===== src/rtl/irq_route_pkg.sv =====
package irq_route_pkg;

    localparam int unsigned DATA_W  = 64;
    localparam int unsigned ADDR_W  = 12;
    localparam int unsigned CPU_W   = 5;
    localparam int unsigned VEC_W   = 6;
    localparam int unsigned IDX_W   = 6;

    // bank select in address bits 11:9
    localparam logic [2:0] BANK_ROUTE = 3'd0;
    localparam logic [2:0] BANK_CTRL  = 3'd1;
    localparam logic [2:0] BANK_BVEC  = 3'd2;
    localparam logic [2:0] BANK_DISP  = 3'd3;

    // control register bit positions
    localparam int unsigned MASK_BIT = 2;
    localparam int unsigned CLR_BIT  = 1;

    typedef struct packed {
        logic [CPU_W-1:0] cpu;
        logic [VEC_W-1:0] vec;
    } route_t;

    typedef struct packed {
        logic mask;
        logic pend;
    } ctrl_t;

    typedef enum logic [2:0] {
        SEL_NONE,
        SEL_ROUTE,
        SEL_CTRL,
        SEL_BVEC,
        SEL_DISP
    } sel_e;

    typedef struct packed {
        sel_e             sel;
        logic [IDX_W-1:0] idx;
        logic             bad;
    } dec_t;

    function automatic route_t route_from_word(input logic [DATA_W-1:0] w);
        route_t r;
        r.cpu = w[12:8];
        r.vec = w[5:0];
        return r;
    endfunction

    function automatic logic [DATA_W-1:0] route_to_word(input route_t r);
        return {51'b0, r.cpu, 2'b00, r.vec};
    endfunction

    function automatic logic [DATA_W-1:0] ctrl_to_word(input ctrl_t c);
        return {61'b0, c.mask, 1'b0, c.pend};
    endfunction

endpackage


===== src/rtl/irq_route_decode.sv =====
module irq_route_decode
    import irq_route_pkg::*;
#(
    parameter int unsigned NUM_SRC = 8
) (
    input  logic [ADDR_W-1:0] addr,
    output dec_t              dec
);
    localparam logic [IDX_W:0] SRC_LIM = (IDX_W+1)'(NUM_SRC);

    logic [2:0]       bank;
    logic [IDX_W-1:0] idx;
    logic             aligned;
    logic             in_range;
    logic             base_only;

    assign bank      = addr[11:9];
    assign idx       = addr[8:3];
    assign aligned   = (addr[2:0] == 3'b000);
    assign in_range  = ({1'b0, idx} < SRC_LIM);
    assign base_only = (addr[8:0] == 9'd0);

    always_comb begin
        dec.sel = SEL_NONE;
        dec.idx = idx;
        dec.bad = 1'b0;
        unique case (bank)
            BANK_ROUTE: if (aligned && in_range) dec.sel = SEL_ROUTE; else dec.bad = 1'b1;
            BANK_CTRL:  if (aligned && in_range) dec.sel = SEL_CTRL;  else dec.bad = 1'b1;
            BANK_BVEC:  if (base_only) dec.sel = SEL_BVEC; else dec.bad = 1'b1;
            BANK_DISP:  if (base_only) dec.sel = SEL_DISP; else dec.bad = 1'b1;
            default:    dec.bad = 1'b1;
        endcase
    end
endmodule


===== src/rtl/irq_route_pick.sv =====
module irq_route_pick #(
    parameter int unsigned N = 8
) (
    input  logic [N-1:0] req,
    output logic [N-1:0] grant
);
    always_comb begin
        logic taken;
        taken = 1'b0;
        for (int i = 0; i < N; i++) begin
            grant[i] = req[i] & ~taken;
            taken    = taken | req[i];
        end
    end
endmodule


===== src/rtl/irq_route_slot.sv =====
module irq_route_slot
    import irq_route_pkg::*;
(
    input  logic   clk,
    input  logic   rst,
    input  logic   wr_route,
    input  route_t route_in,
    input  logic   wr_ctrl,
    input  logic   mask_in,
    input  logic   clr_in,
    input  logic   serve,
    output route_t route,
    output ctrl_t  ctrl
);
    always_ff @(posedge clk) begin
        if (rst) begin
            route     <= '0;
            ctrl.mask <= 1'b1;
            ctrl.pend <= 1'b0;
        end else begin
            if (wr_route) route <= route_in;
            if (wr_ctrl) begin
                ctrl.mask <= mask_in;
                if (clr_in) ctrl.pend <= 1'b0;
            end
            // delivery overrides a same-cycle software write
            if (serve) begin
                ctrl.mask <= 1'b1;
                ctrl.pend <= 1'b1;
            end
        end
    end
endmodule


===== src/rtl/irq_route_hub.sv =====
module irq_route_hub
    import irq_route_pkg::*;
#(
    parameter int unsigned NUM_SRC = 8
) (
    input  logic               clk,
    input  logic               rst,
    input  logic               reg_en,
    input  logic               reg_we,
    input  logic [11:0]        reg_addr,
    input  logic [63:0]        reg_wdata,
    output logic [63:0]        reg_rdata,
    output logic               reg_rvalid,
    output logic               reg_err,
    input  logic [NUM_SRC-1:0] dev_irq,
    output logic               post_valid,
    output logic [4:0]         post_cpu,
    output logic [5:0]         post_vec
);
    dec_t               dec;
    logic               wr;
    logic               rd;
    logic               disp_fire;
    route_t             route [NUM_SRC];
    ctrl_t              ctrl  [NUM_SRC];
    logic [NUM_SRC-1:0] mask_vec;
    logic [NUM_SRC-1:0] pend_vec;
    logic [NUM_SRC-1:0] held_q;
    logic [NUM_SRC-1:0] live;
    logic [NUM_SRC-1:0] cand;
    logic [NUM_SRC-1:0] serve_oh;
    logic [VEC_W-1:0]   bvec_q;
    route_t             served;
    logic [DATA_W-1:0]  rd_word;

    irq_route_decode #(.NUM_SRC(NUM_SRC)) u_dec (
        .addr (reg_addr),
        .dec  (dec)
    );

    assign wr        = reg_en & reg_we;
    assign rd        = reg_en & ~reg_we;
    assign disp_fire = wr && (dec.sel == SEL_DISP) && (reg_wdata[17:16] == 2'b00);

    for (genvar g = 0; g < NUM_SRC; g++) begin : g_slot
        logic hit;
        assign hit = (dec.idx == IDX_W'(g));
        irq_route_slot u_slot (
            .clk      (clk),
            .rst      (rst),
            .wr_route (wr && hit && (dec.sel == SEL_ROUTE)),
            .route_in (route_from_word(reg_wdata)),
            .wr_ctrl  (wr && hit && (dec.sel == SEL_CTRL)),
            .mask_in  (reg_wdata[MASK_BIT]),
            .clr_in   (reg_wdata[CLR_BIT]),
            .serve    (serve_oh[g]),
            .route    (route[g]),
            .ctrl     (ctrl[g])
        );
        assign mask_vec[g] = ctrl[g].mask;
        assign pend_vec[g] = ctrl[g].pend;
    end

    // requests on masked sources fall away; a dispatch post blocks service
    assign live = (held_q | dev_irq) & ~mask_vec;
    assign cand = disp_fire ? '0 : live;

    irq_route_pick #(.N(NUM_SRC)) u_pick (
        .req   (cand),
        .grant (serve_oh)
    );

    always_comb begin
        served = '0;
        for (int i = 0; i < NUM_SRC; i++) begin
            if (serve_oh[i]) served = served | route[i];
        end
    end

    always_comb begin
        rd_word = '0;
        unique case (dec.sel)
            SEL_ROUTE: for (int i = 0; i < NUM_SRC; i++)
                           if (dec.idx == IDX_W'(i)) rd_word = route_to_word(route[i]);
            SEL_CTRL:  for (int i = 0; i < NUM_SRC; i++)
                           if (dec.idx == IDX_W'(i)) rd_word = ctrl_to_word(ctrl[i]);
            SEL_BVEC:  rd_word = {{(DATA_W-VEC_W){1'b0}}, bvec_q};
            default:   rd_word = '0;
        endcase
    end

    always_ff @(posedge clk) begin
        if (rst) begin
            held_q     <= '0;
            bvec_q     <= '0;
            post_valid <= 1'b0;
            post_cpu   <= '0;
            post_vec   <= '0;
            reg_rdata  <= '0;
            reg_rvalid <= 1'b0;
            reg_err    <= 1'b0;
        end else begin
            held_q     <= live & ~serve_oh;
            if (wr && dec.sel == SEL_BVEC) bvec_q <= reg_wdata[VEC_W-1:0];
            post_valid <= disp_fire | (|serve_oh);
            post_cpu   <= disp_fire ? reg_wdata[12:8] : served.cpu;
            post_vec   <= disp_fire ? reg_wdata[5:0]  : served.vec;
            reg_rvalid <= rd;
            reg_rdata  <= rd ? rd_word : '0;
            reg_err    <= reg_en & dec.bad;
        end
    end
endmodule


===== config.mk =====
export PLATFORM = sky130hd
export DESIGN_NAME = irq_route_hub
export DESIGN_NICKNAME = d
export VERILOG_FILES = /design/src/rtl/irq_route_pkg.sv /design/src/rtl/irq_route_decode.sv /design/src/rtl/irq_route_pick.sv /design/src/rtl/irq_route_slot.sv /design/src/rtl/irq_route_hub.sv
export SDC_FILE = /design/constraint.sdc
export NUM_CORES = 1
export LEC_CHECK = 0
export BUFFER_PORTS_ARGS = -buffer_cell sky130_fd_sc_hd__buf_2
export CAP_MARGIN = 10
export CORE_MARGIN = 2
export CORE_UTILIZATION = 25
export DETAILED_ROUTE_END_ITERATION = 10
export HOLD_SLACK_MARGIN = 0.12
export SLEW_MARGIN = 20
export SYNTH_ARGS = -nofsm -noshare
export SYNTH_HDL_FRONTEND = slang
export SYNTH_HIERARCHICAL = 1
export SYNTH_SLANG_ARGS = --single-unit

===== constraint.sdc =====
create_clock -name clk -period 9.6 [get_ports clk]
set_input_delay 0.96 -clock clk [delete_from_list [all_inputs] [get_ports clk]]
set_output_delay 0.96 -clock clk [all_outputs]
set_load 0.005 [all_outputs]

* Word-level counts from Yosys, hierarchy flattened
Cells that the tools add are included.
** Word-level totals
- Word-level logic and storage cells :: 215
- Output and inout bits :: 78
- Bits of input ports :: 88
- Register bits after elaboration :: 196
** Operators by class
- Equality and inequality tests :: 14
- Reduce and logical (&&, ||, !) cells :: 69
- Bitwise gates (word level) :: 38
- Order comparisons :: 1
- Multiplexer cells :: 53
** Operator list (count)
- 2-to-1 mux 64 bit :: 13
- one-hot mux 64 bit (3 select lines) :: 1
- 2-to-1 mux 11 bit :: 8
- OR 11 bit :: 7
- nonzero test 2 bit :: 16
- logical AND 1 bit :: 28
- == test 6 x 3 -> 1 bit (second input constant) :: 4
- OR reduction 2 bit :: 11
- 2-to-1 mux 1 bit :: 20
- AND 8 bit :: 2
- inverter 8 bit :: 2
- AND reduction 2 bit :: 8
- 2-to-1 mux 13 bit :: 1
- == test 3 x 2 -> 1 bit (second input constant) :: 4
- == test 6 x 2 -> 1 bit (second input constant) :: 2
- one-hot mux 3 bit (4 select lines) :: 1
- AND 1 bit :: 10
- zero test 9 bit :: 1
- 2-to-1 mux 3 bit :: 3
- inverter 1 bit :: 9
- 2-to-1 mux 8 bit :: 1
- OR 8 bit :: 1
- OR reduction 8 bit :: 1
- OR 1 bit :: 7
- other kinds (11) :: 14

* Logic depth before layout (Yosys ltp)
- Depth after elaboration :: 24
- Mapped depth :: 15
- Mapped depth without buffers :: 13

* Modules after synthesis
The synthesis kept the hierarchy.
** By module, submodules not included
- irq_route_slot :: instances 8, seq. area each 260.2 sq um, area each 461.7 sq um, cells an instance 43
- irq_route_hub :: instances 1, seq. area each 780.7 sq um, area each 3313.2 sq um, cells an instance 409
- irq_route_decode :: instances 1, seq. area each 0.0 sq um, area each 132.6 sq um, cells an instance 18
- irq_route_pick :: instances 1, seq. area each 0.0 sq um, area each 83.8 sq um, cells an instance 11

* Least setup slack after synthesis
OpenSTA, ideal clock, no wires.
- Path kind :: in2reg
- From :: input reg_addr[8]
- To :: register post_cpu[0]
- Data required time :: 9.535 ns
- Stages on the path :: 15
- Data arrival time :: 4.430 ns
- Setup time :: 0.065 ns
- Setup slack :: 5.105 ns
- Path buffers :: 2
- Path through :: nor4_4 -> nand2_1 -> nor2_1 -> or4b_1 -> nor3_2 -> buf_2 -> nor2_1 -> or4_4 -> nor4_1 -> buf_1 -> a22o_1 -> a221oi_1 -> a31oi_1 -> a21oi_1 -> nor2_1
** RTL lines
- start, declared :: line irq_route_hub.sv:10 : input logic [11:0] reg_addr,
- end signal, assigned :: line irq_route_hub.sv:106 : post_cpu <= disp_fire ? reg_wdata[12:8] : served.cpu;
- end, declared :: line irq_route_hub.sv:17 : output logic [4:0] post_cpu,

==> run_results.csv <==
group,metric,value,unit
drt,avgRoutedWirePerCell,17.7,microns
sta,clock_skew,8.93,ps
global_routing,grt_pass1_vias,5487,
logic_synthesis,yosys.cell_types.count,60,
power_and_ir_drop,seqPwrFrac,44.6,%
die,io_pins,166,
logic_synthesis,synthCells,782,
clocking,ctsLongestPathBuffers,2,
status,status,"finished clean",
power_and_ir_drop,p_leak,0.00295,uW
sta,relSlewSlack,21.0,%
logic_synthesis,synth_simple_gate_area_share,16.2,%
clocking,cts_setup_buffers,0,
drt,antenna_left,0,
die,row_count,62,
drt,vias,5898,
setup_path,slowest_stage,"nor2_2",
die,die_h,174,microns
drt,drc,0,
sta,fin_crit_sh,53.1,%
logic_synthesis,synthArstFlopShare,0,%
setup_path,worst-path-buf-inv,1,
clocking,holdBufCountCts,0,
placed_design,pre_cts_ws,4140,ps
clocking,cts_tree,"yes",
clocking,clk_latency,430,ps
power_and_ir_drop,clkPwrFrac,50.7,%
die,die_area,30300,sq um
placed_design,gp_congestion,0.799,
setup_path,critPathCaptureType,"flop",
placed_design,hpwl,13.3,mm
clocking,cts_buffers,17,
logic_synthesis,avgSynthCellArea,9.24,sq um
layout,utilization,29.0,%
setup_path,cp.arrival,5460,ps
sta,setup_ws,4500,ps
logic_synthesis,synth_top_cell_area_share,39.6,%
setup_path,worst-path-max-fanout,29,
layout,drive_gt1_share,18.1,%
die,start_util,25.3,%
logic_synthesis,synth_top_family_by_area,"multiplexers",
logic_synthesis,synth_flop_cell,"dfxtp_1",
logic_synthesis,syn-cell-area,7220,sq um
global_routing,overflow,0,
global_routing,grt_first_pass_wirelength,32.4,mm
setup_path,cp_top_family,"simple AND/OR/NAND/NOR gates",
logic_synthesis,netlist_top_cells_count,"156 x nor2_1, 143 x dfxtp_1, 110 x mux2i_1",
sta,tightestPinTransition,1190,ps
power_and_ir_drop,intPower,1020,uW
sta,tns,0,ps
setup_path,path_cells,"buf_2 -> nor3_2 -> o211ai_2 -> nor2_2 -> or4b_1 -> nor3_4 -> nor2_1 -> or4_4 -> nor2_2 -> a22o_1 -> a221oi_1 -> a31oi_1 -> a21oi_1 -> nor2_1",
logic_synthesis,yosysMostFrequentCell,"nor2_1",
setup_path,worstPathRequired,9960,ps
placed_design,dp.cells,1189,
power_and_ir_drop,powerDensity,161,nW/um^2
logic_synthesis,synth_top_cell_by_area,"dfxtp_1",
drt,wl,21.7,mm
global_routing,grt_max_degree,68,
logic_synthesis,ys_ff_latch,143,
logic_synthesis,yosysWarnings,6,
setup_path,crit_type,"input port to flop",
logic_synthesis,synthAdderAreaFrac,0,%
setup_path,slowest_delay,840,ps
sta,fmax,196,MHz
layout,final_cells,1221,
sta,setup_viol,0,
power_and_ir_drop,swShare,23.6,%
clocking,root_buffer,"clkbuf_16",
sta,final_hold_viol_count,0,
power_and_ir_drop,power_frac_comb,4.7,%
global_routing,antenna_found_initial,2,
global_routing,track_usage,14.0,%
drt,dr.pass1.iters,5,
die,fp.dieW,174,microns
clocking,cts_sinks,143,
placed_design,io_buffer_count,61,
layout,syn2layout_area_growth,14.5,%
logic_synthesis,synth-edff-count,0,
logic_synthesis,synth_compound_area_share,14.7,%
power_and_ir_drop,p_sw,314,uW
layout,nNetsFinal,912,
logic_synthesis,muxShareOfSynthArea,18.7,%
clocking,clk_pin_slew,60,ps
die,core_area,28500,sq um
sta,period_needed,5100,ps
drt,drtIter0Drc,533,
run,maxCapViolCount,0,
setup_path,critPathLaunchType,"input port",
logic_synthesis,synth_seq_area_share,39.6,%
sta,slew_violations,0,
clocking,ctsResizeCount,0,
logic_synthesis,yosys-top-cells-area,"dfxtp_1 40%, mux2i_1 15%, nor2_1 8.1%",
sta,rsz0062_at_grt,"false",
power_and_ir_drop,vdd_ir_drop_max,0.133,mV
logic_synthesis,synth-xor-area-share,0,%
min_path,hold_class,"flop to flop",
clocking,h-tree-depth,4,
drt,viasPerCell,4.83,
## routing by layer
layer  GRT usage, %  vias up  part of all wire (%)
li1               -     2778                     -
met1           19.8     2830                    47
met2           20.2      248                    43
met3           3.85       42                   8.2
met4           5.43        0                   2.4
met5              0        -                     0
## worst paths after layout
check                                         from                      end  slack, ps  cells after the start
max reg2reg  g_slot[1].u_slot/ctrl[1]$_SDFFE_PP1P_   post_vec[0]$_SDFF_PP0_       6740                      9
min reg2reg                 bvec_q[3]$_SDFFE_PP0P_  reg_rdata[3]$_SDFF_PP0_        480                      1
max                                    reg_addr[5]   post_vec[0]$_SDFF_PP0_       4500                     14
min                         bvec_q[3]$_SDFFE_PP0P_  reg_rdata[3]$_SDFF_PP0_        480                      1
## sequential cells by signal (all words and copies together) (netlist names)
| signal | cells |
|---|---|
| post_valid | 1 |
| g_slot.u_slot/ctrl | 16 |
| post_cpu | 5 |
| reg_rdata | 11 |
| reg_err | 1 |
| bvec_q | 6 |
| post_vec | 6 |
| g_slot.u_slot/route | 88 |
| held_q | 8 |
| reg_rvalid | 1 |
## metrics by stage
step / total power [uW] / instance area (sq um) / hold WS (ps)
6_report: 1330 / 8270 / 478
5_1_grt: 1370 / 8270 / 509
4_1_cts: 1340 / 8270 / 486
3_5_place_dp: 669 / 7680 / 479
3_3_place_gp: 668 / 7680 / 468
2_1_floorplan: 659 / 7420 / 441
## worst register-to-register path: stages (launching register included)
cell,delay [ps]
dfxtp_1,350
o21bai_1,150
nor2_1,130
or4_4,630
nor2_2,850
a22o_1,270
a221oi_1,50
a31oi_1,190
a21oi_1,80
nor2_1,100
## placed cells by master (no fill, tap or decap), types with 7 or more instances in the layout
| cell | count |
|---|---|
| o21bai_1 | 13 |
| o21ai_1 | 7 |
| buf_2 | 60 |
| inv_1 | 11 |
| a22o_1 | 15 |
| dfxtp_1 | 143 |
| a21oi_1 | 20 |
| mux2i_1 | 110 |
| a311oi_1 | 8 |
| a31oi_1 | 13 |
| o22ai_1 | 15 |
| clkbuf_16 | 17 |
| nor3_1 | 13 |
| a221oi_1 | 11 |
| nand2_1 | 27 |
| conb_1 | 53 |
| buf_4 | 18 |
| a22oi_1 | 24 |
| nor2_1 | 154 |
| nand3_1 | 7 |
## cell families (layout without fill, tap and decap cells)
logic type,count (synthesis),after routing
AND/OR/NAND/NOR,245,245
AO/OA/AOI/OAI,146,146
flip-flops,143,143
multiplexers,127,127
buffers and inverters,120,122
other,1,54
## layout make-up
| cell class | instances | area, sq um |
|---|---|---|
| fill | 3036 | 20300 |
| multi-input combinational | 571 | 3850 |
| sequential | 143 | 2860 |
| inverter | 13 | 48.8 |
| tap | 384 | 480 |
| antenna | 1 | 2.50 |
| clock inverter | 13 | 164 |
| timing repair buffer | 78 | 435 |
| clock buffer | 18 | 429 |
## power groups by stage
stage / registers [uW] / clock network (uW) / logic (uW)
2_1_floorplan: 607 / 0 / 52.1
3_3_place_gp: 607 / 0 / 61.4
3_5_place_dp: 607 / 0 / 61.6
4_1_cts: 594 / 688 / 61.7
5_1_grt: 593 / 713 / 67.7
6_report: 594 / 675 / 62.6
(Power assumes the default switching activity.)
